**config.mk**
```make
export PLATFORM = sky130hd
export DESIGN_NAME = ctl2w_write_slave
export DESIGN_NICKNAME = d
export VERILOG_FILES = /design/src/rtl/ctl2w_write_slave.sv
export SDC_FILE = /design/constraint.sdc
export NUM_CORES = 1
export LEC_CHECK = 0
export BUFFER_PORTS_ARGS = -buffer_cell sky130_fd_sc_hd__buf_2
export CORE_UTILIZATION = 55
export CTS_CLUSTER_SIZE = 8
export DETAILED_ROUTE_END_ITERATION = 12
export PLACE_DENSITY = 0.77
export SLEW_MARGIN = 20
export SYNTH_ARGS = -nofsm -noshare
export SYNTH_HDL_FRONTEND = slang
export SYNTH_SLANG_ARGS = --single-unit
```
**constraint.sdc**
```tcl
create_clock -name clk -period 2.18 [get_ports clk]
set_input_delay 0.436 -clock clk [delete_from_list [all_inputs] [get_ports clk]]
set_output_delay 0.436 -clock clk [all_outputs]
set_load 0.01 [all_outputs]
```
**src/rtl/ctl2w_write_slave.sv**
```systemverilog
module ctl2w_write_slave #(
  parameter int SYNC_LEN = 2
) (
  input  logic       clk,
  input  logic       rst_n,
  input  logic       scl_i,
  input  logic       sda_i,
  input  logic [6:0] dev_addr,
  output logic       sda_pull,
  output logic       wr_en,
  output logic [6:0] wr_addr,
  output logic [8:0] wr_data
);
  localparam int SL = (SYNC_LEN < 2) ? 2 : SYNC_LEN;

  typedef enum logic [2:0] {S_IDLE, S_ADDR, S_ACKA, S_B1, S_ACK1, S_B2, S_ACK2} st_t;

  st_t         st;
  logic [SL-1:0] scl_sy, sda_sy;
  logic        scl_q, sda_q;
  logic [7:0]  sh, b1;
  logic [3:0]  cnt;

  wire scl_s   = scl_sy[SL-1];
  wire sda_s   = sda_sy[SL-1];
  wire start_c = scl_s & scl_q & sda_q & ~sda_s;
  wire stop_c  = scl_s & scl_q & ~sda_q & sda_s;
  wire rise    = scl_s & ~scl_q;
  wire fall    = ~scl_s & scl_q;
  wire done8   = fall & (cnt == 4'd8);

  always_ff @(posedge clk or negedge rst_n) begin
    if (!rst_n) begin
      scl_sy <= '1;
      sda_sy <= '1;
      scl_q  <= 1'b1;
      sda_q  <= 1'b1;
    end else begin
      scl_sy <= {scl_sy[SL-2:0], scl_i};
      sda_sy <= {sda_sy[SL-2:0], sda_i};
      scl_q  <= scl_s;
      sda_q  <= sda_s;
    end
  end

  always_ff @(posedge clk or negedge rst_n) begin
    if (!rst_n) begin
      st       <= S_IDLE;
      sh       <= '0;
      b1       <= '0;
      cnt      <= '0;
      sda_pull <= 1'b0;
      wr_en    <= 1'b0;
      wr_addr  <= '0;
      wr_data  <= '0;
    end else begin
      wr_en <= 1'b0;
      if (start_c) begin
        sda_pull <= 1'b0;
        cnt      <= '0;
        st       <= (st == S_IDLE) ? S_ADDR : S_IDLE;
      end else if (stop_c) begin
        sda_pull <= 1'b0;
        st       <= S_IDLE;
      end else begin
        case (st)
          S_ADDR, S_B1, S_B2: begin
            if (rise) begin
              sh  <= {sh[6:0], sda_s};
              cnt <= cnt + 4'd1;
            end else if (done8) begin
              cnt <= '0;
              if (st == S_ADDR) begin
                if (sh == {dev_addr, 1'b0}) begin
                  sda_pull <= 1'b1;
                  st       <= S_ACKA;
                end else begin
                  st <= S_IDLE;
                end
              end else if (st == S_B1) begin
                b1       <= sh;
                sda_pull <= 1'b1;
                st       <= S_ACK1;
              end else begin
                sda_pull <= 1'b1;
                st       <= S_ACK2;
              end
            end
          end
          S_ACKA: if (fall) begin sda_pull <= 1'b0; st <= S_B1; end
          S_ACK1: if (fall) begin sda_pull <= 1'b0; st <= S_B2; end
          S_ACK2: if (fall) begin
            sda_pull <= 1'b0;
            st       <= S_IDLE;
            wr_en    <= 1'b1;
            wr_addr  <= b1[7:1];
            wr_data  <= {b1[0], sh};
          end
          default: st <= S_IDLE;
        endcase
      end
    end
  end
endmodule


```
# Yosys cells after proc, flatten, opt, wreduce, memory -nomap -nowiden
# Cells that the tools add are included.
# classes
addsub,1
n_eq_ne,16
n_mux,29
n_bitwise,16
reduce_logical,12
# ops
op,count
$mux W3,8
$mux W4,5
$ne A4 B4 Y1 const B,5
$mux W1,12
$pmux W3 S4,1
$reduce_and A5 Y1,2
$eq A3 B3 Y1 const B,3
$and A1 B1 Y1,8
$eq A8 B8 Y1,1
$not A1 Y1,8
$reduce_and A4 Y1,2
$reduce_and A7 Y1,1
$eq A3 B2 Y1 const B,2
$reduce_or A3 Y1,2
$ne A5 B5 Y1 const B,1
$add A4 B1 Y4 const B,1
$eq A4 B4 Y1 const B,1
$mux W2,2
$ne A4 B1 Y1 const B,1
$reduce_bool A4 Y1,1
$eq A3 B1 Y1 const B,1
$logic_not A3 Y1,1
$reduce_and A3 Y1,1
$reduce_bool A3 Y1,1
other kinds (3),3
# word_totals
ff_bits,47
in_bits,11
elab_cells,86

# Longest topological paths before layout
# Gate-level depths: netlist of run 1.
# depth
depth_word,8
ltp_mapped,6

# Worst setup path after synthesis of run 1
# Ideal clock, no wire load.
# synth_path
kind,flip-flop to flip-flop
from,reg cnt[0]
to,reg b1[0]
t_arrival_ns,1.597
t_required_ns,2.055
setup_slack_ns,0.458
path_stages_with_launch,6
n_path_buf,0
period_less_slack_ns,1.722
path_cell_list,dfrtp_1 > inv_1 > ha_1 > nand4b_2 > nor4b_4 > mux2_2
# synth_between
elab_chain_len,3
# synth_lines
element,line,source
from (decl),22,logic [3:0] cnt;
from (signal assigned),70,cnt <= cnt + 4'd1;
$eq A4 B4 Y1,30,wire done8 = fall & (cnt == 4'd8);
$and A1 B1 Y1,30,
$reduce_and A7 Y1 (no line),-,
to (signal assigned),81,b1 <= sh;
to (decl),21,"logic [7:0] sh, b1;"
# Every way passes these cells.
# A chain may end at the register's enable or synchronous reset.

# Final worst setup path of run 1
# layout_path
from,reg scl_sy[1]
to,reg cnt[2]
# layout_between
elab_chain_len,5
word_cells_on_any_way,17
classes_between,eq/ne (1); mux (4); bitwise (9); reduce/logical (3)
# layout_lines
element,line,source
from (decl),19,"logic [SL-1:0] scl_sy, sda_sy;"
from (signal assigned),39,"scl_sy <= {scl_sy[SL-2:0], scl_i};"
$and A1 B1 Y1 (tied with other cells),"26, 27",
$and A1 B1 Y1 (tied with other cells) (2 in a row),26,wire start_c = scl_s & scl_q & sda_q & ~sda_s;
$ne A2 B2 Y1 (no line) (tied with other cells),-,
$reduce_and A3 Y1 (no line) / $mux W4 (equally long branches),-,
# Several ways; a longest one is shown, not always the timed one. The select of a mux whose other input is x is not followed.

==> results of run 1 <==
-- layer usage --
layer  global-route usage [%]  share of wire [%]
met5                        0                  0
met4                     10.2                2.8
met3                     6.70                6.0
met2                     31.7                 47
met1                     28.1                 44
-- flip-flops by register name, indices dropped and copies added, names as in the netlist --
register,cells
b1,8
sh,8
cnt,4
sda_q,1
wr_addr,7
st,3
sda_sy,2
sda_pull,1
scl_q,1
wr_en,1
wr_data,9
scl_sy,2
-- worst reg2reg max path: cells and delay by family, from the launching register on --
kind | cells | cell delay [ns]
and+or+nand+nor | 2 | 0.49
DFF | 1 | 0.57
AOI/OAI and AO/OA | 2 | 0.77
-- Yosys cell counts, drive strengths merged (2+ instances only) --
cell type   n
nand2       4
nor4        3
nand4b      2
inv         4
dfstp       6
buf         5
dfrtp      41
nor2        5
a221o       2
nor3b       2
a211oi      2
ha          2
nor2b       6
mux2       33
nand3       2
a21oi       3
a22o        2
or2         2
o21ai       3
xor2        7
-- stage by stage --
stage / cells / util, % / setup WS, ns / total power, W / cell area [µm²]
global placement: 221 / 64.9 / 0.443 / 0.00150 / 2230
floorplan: 149 / - / 0.458 / 0.00141 / 2050
global route: 229 / 67.7 / 0.197 / 0.00218 / 2330
detailed placement: 221 / 64.9 / 0.377 / 0.00153 / 2230
finish: 229 / 67.7 / 0.279 / 0.00206 / 2330
CTS: 229 / 67.7 / 0.316 / 0.00207 / 2330
-- power by group through the flow --
stage	clock network (W)	registers, W	logic (W)
finish	0.000534	0.00116	0.000362
global placement	0	0.00117	0.000332
CTS	0.000550	0.00116	0.000359
floorplan	0	0.00110	0.000312
global route	0.000592	0.00119	0.000400
detailed placement	0	0.00118	0.000350
-- cells by family after synthesis --
| group | count (synthesis) | share of synthesized area (%) |
|---|---|---|
| multiplexers | 33 | 18.1 |
| buffers and inverters | 9 | 2.50 |
| XOR/XNOR | 7 | 2.99 |
| adder cells (fa/ha/maj) | 2 | 1.22 |
| AO/OA/AOI/OAI | 20 | 7.20 |
| flip-flops | 47 | 57.7 |
| AND/OR/NAND/NOR | 31 | 10.3 |
-- area by class of cell --
| cell class | instances | area (µm²) | share of cell area (%) |
|---|---|---|---|
| clock inverter | 1 | 8.76 | 0.376 |
| timing repair buffer | 31 | 163 | 6.98 |
| sequential | 47 | 1180 | 50.8 |
| clock buffer | 7 | 86.3 | 3.71 |
| multi-input combinational | 93 | 816 | 35.0 |
| tap | 46 | 57.6 | 2.47 |
| inverter | 4 | 15.0 | 0.644 |
-- final timing paths --
kind                              to  depth (start not counted)  slack [ns]
setup / recovery              cnt[2]                          4        0.28
hold / removal                cnt[2]                          2        0.20
setup reg to reg              cnt[2]                          4        0.28
hold reg to reg            sda_sy[1]                          0        0.36
max in group asynchronous  sda_sy[1]                          2        1.59
min in group clk           scl_sy[0]                          1        0.23
==> flow_summary.json, run 1 <==
{
  "tightest_slew_ns": 0.553,
  "area.growth.synth_to_final_pct": 13.6,
  "ys_seq_area_share_pct": 57.7,
  "vdd_drop_max_v": 0.000555,
  "finalHoldViolations": 0,
  "final_common_cell": "dfrtp_1",
  "maxSlewHeadroom_pct": 63.1,
  "cts_tree": "done",
  "hp-class": "in2async",
  "insertion_delay_ns": 0.30,
  "fmax_mhz": 526,
  "power.share.switching_pct": 29.8,
  "drt_iter0_markers": 47,
  "die_h_um": 63.1,
  "critPathKind": "reg2reg",
  "grt_max_degree": 48,
  "p_leak_nw": 1.16,
  "status": "finished, final reports clean",
  "post_cts_buffers": 0,
  "p_switching_w": 0.000614,
  "cts-resized-gates": 0,
  "pin_count": 29,
  "dieArea_um2": 3980,
  "post-route-drc-count": 0,
  "worstPathMaxFanout": 7,
  "power_frac_comb_pct": 17.6,
  "clockRootBuffer": "clkbuf_8",
  "async_reset_ff_share_pct": 100,
  "dieWidth_um": 63.1,
  "synth.area.top_cells": "dfrtp_1 (50%), mux2_2 (18%), dfstp_2 (7.7%)",
  "power_frac_seq_pct": 56.5,
  "internal_power_w": 0.00145,
  "routed_wl_um": 3660,
  "required_ns": 2.41,
  "cp-end-kind": "flop",
  "syn-num-nets": 162,
  "hpwlAfterDp_um": 2460,
  "slowest_stage": "dfstp_2",
  "cp-startpoint": "scl_sy[1]",
  "synth_top_area_share_pct": 50.0,
  "hold_buffers": 0,
  "power_density_nw_per_um2": 884,
  "n_antenna_cell": 0,
  "ys_warn_count": 0,
  "grt-ovfl-total": 0,
  "io_buffers": 28,
  "grt_pass1_wl_um": 6330,
  "gp_congestion": 0.853,
  "path_cells": "nand2b_1, nor2_1, a211oi_1, a221o_1",
  "whs_ns": 0.204,
  "maxSlewViolCount": 0,
  "path_clk_slew_ns": 0.08,
  "finalCritPeriodShare_pct": 87.2,
  "grt_pass1_vias": 1332,
  "vias": 1313,
  "postRouteAntennaNets": 0,
  "via_per_inst": 5.73,
  "setup-violations-final": 0,
  "syn_area_um2": 2050,
  "arrival_ns": 2.13,
  "core_um2": 3440,
  "fin_tns_setup_ns": 0,
  "h-tree-depth": 2,
  "final_cell_mix": "dfrtp_1 (41), mux2_2 (33), buf_2 (28), xor2_1 (7)",
  "critical-path-top-delay-family": "compound AO/OA/AOI/OAI gates",
  "final_nets": 195,
  "track_usage_pct": 21.2,
  "slowest_delay_ns": 0.57,
  "synth_edf_count": 0,
  "antenna_found_initial": 0,
  "cts_num_sinks": 47,
  "drive_gt1_share_pct": 45.4,
  "clkPwrFrac_pct": 25.9,
  "clk_path_buf_depth": 2,
  "ys_ff_latch": 47,
  "skew_ns": 0.00961,
  "avgSynthCellArea_um2": 13.8,
  "crit_path_start_kind": "flop",
  "rsz0062_at_grt": "no",
  "n_fill_cell": 247,
  "wl_per_cell_um": 16.0,
  "numCtsBuffers": 5,
  "synth_area_leader_cell": "dfrtp_1",
  "cap_violations": 0,
  "r2r-start": "scl_sy[1]",
  "start_util_pct": 59.6,
  "row_count": 21,
  "crit_buf_inv": 0,
  "first_pass_iters": 5,
  "synth.distinct_cells": 36,
  "syn_inst": 149,
  "ys.flop_type": "dfrtp_1",
  "min_period_ns": 1.90
}
(Power assumes the default switching activity.)
==> run 2: changes to the inputs <==
Settings changed: CORE_ASPECT_RATIO set to 1.25, MAX_ROUTING_LAYER set to met4, RECOVER_POWER set to 25.
==> run 2 against run 1 <==
Net effect:
- sequential power is essentially flat
- via count fell by 0.23%
- design area up 1.0%
- cell count decreased by 2.6%
- flip-flop and latch count unchanged
- non-clock buffer count up 1
- die area about the same
- first-iteration DRC count fell by 21%
- combinational power fell by 1%
- clock skew decreased by 0.0057 ns
- register-to-register slack improved by 0.08 ns
==> flow_summary.json, run 2 (synthesis gave the netlist of run 1 again) <==
{
  "final_common_cell": "dfrtp_1",
  "pin_count": 29,
  "track_usage_pct": 22.3,
  "hold_buffers": 0,
  "skew_ns": 0.00389,
  "worstPathMaxFanout": 9,
  "crit_path_start_kind": "flop",
  "fmax_mhz": 549,
  "rsz0062_at_grt": "no",
  "hpwlAfterDp_um": 2750,
  "fin_util_pct": 67.0,
  "arrival_ns": 2.01,
  "h-tree-depth": 2,
  "vdd_drop_max_v": 0.000894,
  "cts-resized-gates": 0,
  "drive_gt1_share_pct": 45.7,
  "via_per_inst": 5.87,
  "final_nets": 196,
  "largestRegisters": "wr_data: 9 flops, b1: 8 flops, sh: 8 flops",
  "cts_num_sinks": 47,
  "n_antenna_cell": 0,
  "cp-end-kind": "flop",
  "power_density_nw_per_um2": 932,
  "path_clk_slew_ns": 0.09,
  "dp_slack_ns": 0.384,
  "p_leak_nw": 1.18,
  "numCtsBuffers": 5,
  "grt_pass1_wl_um": 6410,
  "dr_wl_met3_um": 108,
  "antenna_found_initial": 0,
  "critPathKind": "reg2reg",
  "die_h_um": 70.3,
  "timing.final.ws_setup_ns": 0.360,
  "largest_register_ffs": 9,
  "final_cells": 223,
  "row_count": 24,
  "slowest_stage": "dfrtp_1",
  "hold_path_depth": 1,
  "maxSlewHeadroom_pct": 15.3,
  "drt_iter0_markers": 37,
  "wl_met2_um": 2070,
  "n_fill_cell": 256,
  "highest_layer": "met4",
  "cp.depth": 6,
  "worst-r2r-cell-count": 6,
  "start_util_pct": 58.4,
  "hp-class": "in2reg",
  "grt-ovfl-total": 0,
  "post_cts_buffers": 0,
  "area.growth.synth_to_final_pct": 14.8,
  "finalCritPeriodShare_pct": 83.5,
  "min_period_ns": 1.82,
  "gp_congestion": 0.811,
  "maxSlewViolCount": 0,
  "wl_per_cell_um": 17.2,
  "status": "finished, final reports clean",
  "dpl_cell_area_um2": 2230,
  "setup-violations-final": 0,
  "grt_max_degree": 27,
  "core_um2": 3510,
  "dieWidth_um": 56.6,
  "vias": 1310,
  "insertion_delay_ns": 0.30,
  "dieArea_um2": 3980,
  "m1WireLength_um": 1550,
  "fin_tns_setup_ns": 0,
  "path_cells": "inv_1, ha_1, nand4b_2, nor4b_4, buf_4, mux2_2",
  "critical-path-top-delay-family": "flip-flops",
  "grt_pass1_vias": 1388,
  "crit_buf_inv": 2,
  "routed_wl_um": 3830,
  "postRouteAntennaNets": 0,
  "required_ns": 2.37,
  "cap_violations": 0,
  "io_buffers": 28,
  "tightest_slew_ns": 1.27,
  "regMostFlops": "wr_data",
  "final_cell_mix": "dfrtp_1 (41), mux2_2 (33), buf_2 (27), xor2_1 (7)",
  "post-route-drc-count": 0,
  "first_pass_iters": 4,
  "cts_tree": "done",
  "clk_path_buf_depth": 2,
  "placed_cells": 215,
  "clockRootBuffer": "clkbuf_8",
  "finalHoldViolations": 0,
  "final_area_um2": 2350,
  "slowest_delay_ns": 0.43
}
## run 2: cell types whose count changed in the layout (fill, tap and decap cells not counted)
cell / previous run / this run
inv_6: 0 / 1
buf_2: 28 / 27
bufinv_16: 0 / 1
buf_4: 3 / 4
clkinv_4: 1 / 0
## run 2: stage by stage
stage                     power [W]  hold WS (ns)
after global routing        0.00229         0.223
after CTS                   0.00221         0.122
after floorplan             0.00141         0.140
after detailed placement    0.00154         0.353
after global placement      0.00151         0.355
final                       0.00219         0.231
## run 2: path summary, 6_finish.rpt
check	from	endpoint	slack [ns]
max	cnt[1]	b1[4]	0.36
min	sda_i	sda_sy[0]	0.23
max reg2reg	cnt[1]	b1[4]	0.36
min reg2reg	scl_sy[0]	scl_sy[1]	0.36
max in group asynchronous	rst_n	wr_addr[6]	0.95
min in group asynchronous	rst_n	cnt[2]	0.39
## run 2: report_power, final
group          switching [W]  internal [W]  leakage [nW]
Sequential          0.000175      0.000992         0.619
Combinational       0.000162      0.000196         0.499
Clock               0.000293      0.000377        0.0618
## run 2: routing by layer
| layer | GRT usage, % | vias to the layer above |
|---|---|---|
| met5 | - | - |
| met4 | 12.2 | 0 |
| met3 | 3.52 | 8 |
| met2 | 37.1 | 26 |
| met1 | 25.5 | 672 |
| li1 | - | 604 |
## run 2: cell type report
class                           instances  area [µm²]  area share (%)
Sequential cell                        47        1180            50.3
Multi-Input combinational cell         93         816            34.7
Timing Repair Buffer                   32         169            7.18
Clock buffer                            6        82.6            3.51
Tap cell                               39        48.8            2.07
Clock inverter                          2        38.8            1.65
Inverter                                4        15.0           0.638
==> run 3: changes to the inputs <==
Settings changed: ABC_AREA set to 1.
Clock period 2.18 ns to 1.7 ns, I/O delays scaled along.
==> run 3 against run 2 <==
Net effect:
- critical path depth is 1 lower
- total power is 40% higher
- die area is 1.4% higher
- clock skew is 0.0018 ns higher
- flip-flop and latch count stayed put
- worst hold slack worse by 0.10 ns
- sequential share of layout area is 1.2 points lower
- synthesized cell count is 56% higher
- count of clock-buffer cells in the layout is 1 lower
- cell count is 39% higher
- synthesized area is 1.5% higher
==> flow_summary.json, run 3 <==
{
  "status": "finished, final reports clean",
  "power_density_nw_per_um2": 1280,
  "start_util_pct": 58.7,
  "gp_congestion": 0.875,
  "syn-num-nets": 246,
  "r2r-start": "scl_sy[1]",
  "critPathKind": "reg2reg",
  "grt-ovfl-total": 0,
  "synth_area_leader_cell": "dfrtp_1",
  "syn_inst": 233,
  "cap_violations": 0,
  "finalCritPeriodShare_pct": 86.2,
  "numCtsBuffers": 5,
  "n_antenna_cell": 0,
  "hold_start": "sda_i",
  "wl_per_cell_um": 11.4,
  "crit_path_start_kind": "flop",
  "drive_gt1_share_pct": 23.6,
  "synthTopCellsByCount": "nand2_1 (80), dfrtp_1 (41), inv_1 (24), o21ai_0 (13), nor2_1 (12)",
  "regMostFlops": "wr_data",
  "worst_path_most_repeated_cell": "inv_1",
  "hold_path_depth": 1,
  "dpl_cell_area_um2": 2290,
  "slowest_stage": "dfstp_1",
  "fmax_mhz": 682,
  "vias": 1552,
  "syn_area_um2": 2080,
  "crit_buf_inv": 2,
  "first_pass_iters": 4,
  "min_period_ns": 1.47,
  "async_reset_ff_share_pct": 100,
  "grt_pass1_vias": 1408,
  "largest_register_ffs": 9,
  "skew_ns": 0.00570,
  "path_cells": "inv_1, nor2_1, inv_1, nor2_4, o21ai_0",
  "dieWidth_um": 57.0,
  "final_area_um2": 2410,
  "finalHoldViolations": 0,
  "cts-resized-gates": 0,
  "tightest_slew_ns": 0.858,
  "cts_tree": "done",
  "p_leak_nw": 1.24,
  "maxSlewViolCount": 0,
  "post_cts_buffers": 0,
  "holdPathEnd": "sda_sy[0]",
  "n_fill_cell": 299,
  "final_cell_mix": "nand2_1 (80), dfrtp_1 (41), buf_2 (27), inv_1 (24), o21ai_0 (13)",
  "slowest_delay_ns": 0.57,
  "cts_num_sinks": 47,
  "drt_iter0_markers": 70,
  "post-route-drc-count": 0,
  "required_ns": 1.87,
  "io_buffers": 28,
  "pin_count": 29,
  "vdd_drop_max_v": 0.000715,
  "postRouteAntennaNets": 0,
  "synth_top_area_share_pct": 49.3,
  "path_clk_slew_ns": 0.09,
  "reg2reg_slack_ns": 0.23,
  "arrival_ns": 1.64,
  "synth_edf_count": 0,
  "r2r_end": "sh[5]",
  "synth.distinct_cells": 25,
  "ys.flop_type": "dfrtp_1",
  "largestRegisters": "wr_data: 9 flops, b1: 8 flops, sh: 8 flops",
  "synth.area.top_cells": "dfrtp_1 (49%), nand2_1 (14%), dfstp_2 (7.6%)",
  "insertion_delay_ns": 0.30,
  "rsz0062_at_grt": "no",
  "ys_warn_count": 0,
  "worst-r2r-cell-count": 5,
  "yosysMostFrequentCell": "nand2_1",
  "final_common_cell": "nand2_1",
  "setup-violations-final": 0,
  "hpwlAfterDp_um": 2660,
  "clockRootBuffer": "clkbuf_8",
  "critical-path-top-delay-family": "flip-flops",
  "core_um2": 3540,
  "track_usage_pct": 21.0,
  "ys_ff_latch": 47,
  "hp-class": "in2reg",
  "via_per_inst": 5.01,
  "maxSlewHeadroom_pct": 42.8,
  "ys_seq_area_share_pct": 56.9,
  "fin_tns_setup_ns": 0,
  "multi_input_area_um2": 763,
  "die_h_um": 70.8,
  "routed_wl_um": 3530,
  "ff_latch_area_um2": 1180,
  "grt_max_degree": 25,
  "dieArea_um2": 4030,
  "final_nets": 283,
  "clk_path_buf_depth": 2,
  "cp-end-kind": "flop",
  "avgSynthCellArea_um2": 8.93,
  "row_count": 24,
  "area.growth.synth_to_final_pct": 15.9,
  "grt_pass1_wl_um": 6290,
  "antenna_found_initial": 0,
  "h-tree-depth": 2,
  "worstPathMaxFanout": 18,
  "hold_buffers": 1
}
-- run 3: cell types whose count changed after synthesis, sizes merged, moves of 3 or more --
cell and delta:
xnor2 +3, nor2 +9, mux2 -33, nor4 -3, nand3 +7, o21ai +28, nand4 +5, inv +22
nor2b -6, xor2 -5, nand2 +80
-- run 3: per-stage QoR --
stage	setup WS (ns)	total power (W)	util (%)	instances	hold WS [ns]
after floorplan	0.307	0.00204	-	233	0.0444
after global placement	0.265	0.00225	64.5	301	0.263
after detailed placement	0.253	0.00227	64.5	301	0.269
after CTS	0.229	0.00311	68.1	310	0.120
after global routing	0.0805	0.00330	68.0	310	0.112
final	0.235	0.00308	68.0	310	0.130
-- run 3: logic make-up after synthesis --
family	after synthesis	synth area share (%)
xor gates and xnor gates	5	2.11
DFF	47	56.9
AOI/OAI and AO/OA	34	10.0
and+or+nand+nor	114	23.3
adders and majority gates	2	1.20
buffers and inverters	31	6.43
-- run 3: how the worst max path moves through the flow --
stage                     slack [ns]  cells after the start  endpoint      start
after floorplan                 0.31                      8     b1[0]     cnt[0]
after global placement          0.27                      8     b1[0]     cnt[0]
after detailed placement        0.25                      8     b1[4]     cnt[0]
after CTS                       0.23                      8     b1[6]     cnt[0]
after global routing            0.08                      6    cnt[0]  scl_sy[1]
final                           0.23                      5     sh[5]  scl_sy[1]
-- run 3: area by class of cell --
class	instances	area share, %
clock buffer	5	2.85
clock inverter	3	1.92
inverter	27	4.20
multi-input combinational	155	31.7
sequential	47	49.1
tap	39	2.02
timing repair buffer	34	8.25
-- run 3: power by group --
part / internal, W / switching (W) / total, W
combinational: 0.000286 / 0.000507 / 0.000793
clock: 0.000443 / 0.000380 / 0.000823
sequential: 0.00130 / 0.000159 / 0.00146
total: 0.00203 / 0.00105 / 0.00308
-- run 3: metal layers --
| layer | GRT usage [%] | part of all wire [%] | vias up |
|---|---|---|---|
| li1 | - | - | 809 |
| met1 | 27.9 | 49 | 707 |
| met2 | 31.0 | 46 | 27 |
| met3 | 4.75 | 2.9 | 9 |
| met4 | 8.94 | 1.9 | 0 |
| met5 | - | 0 | - |
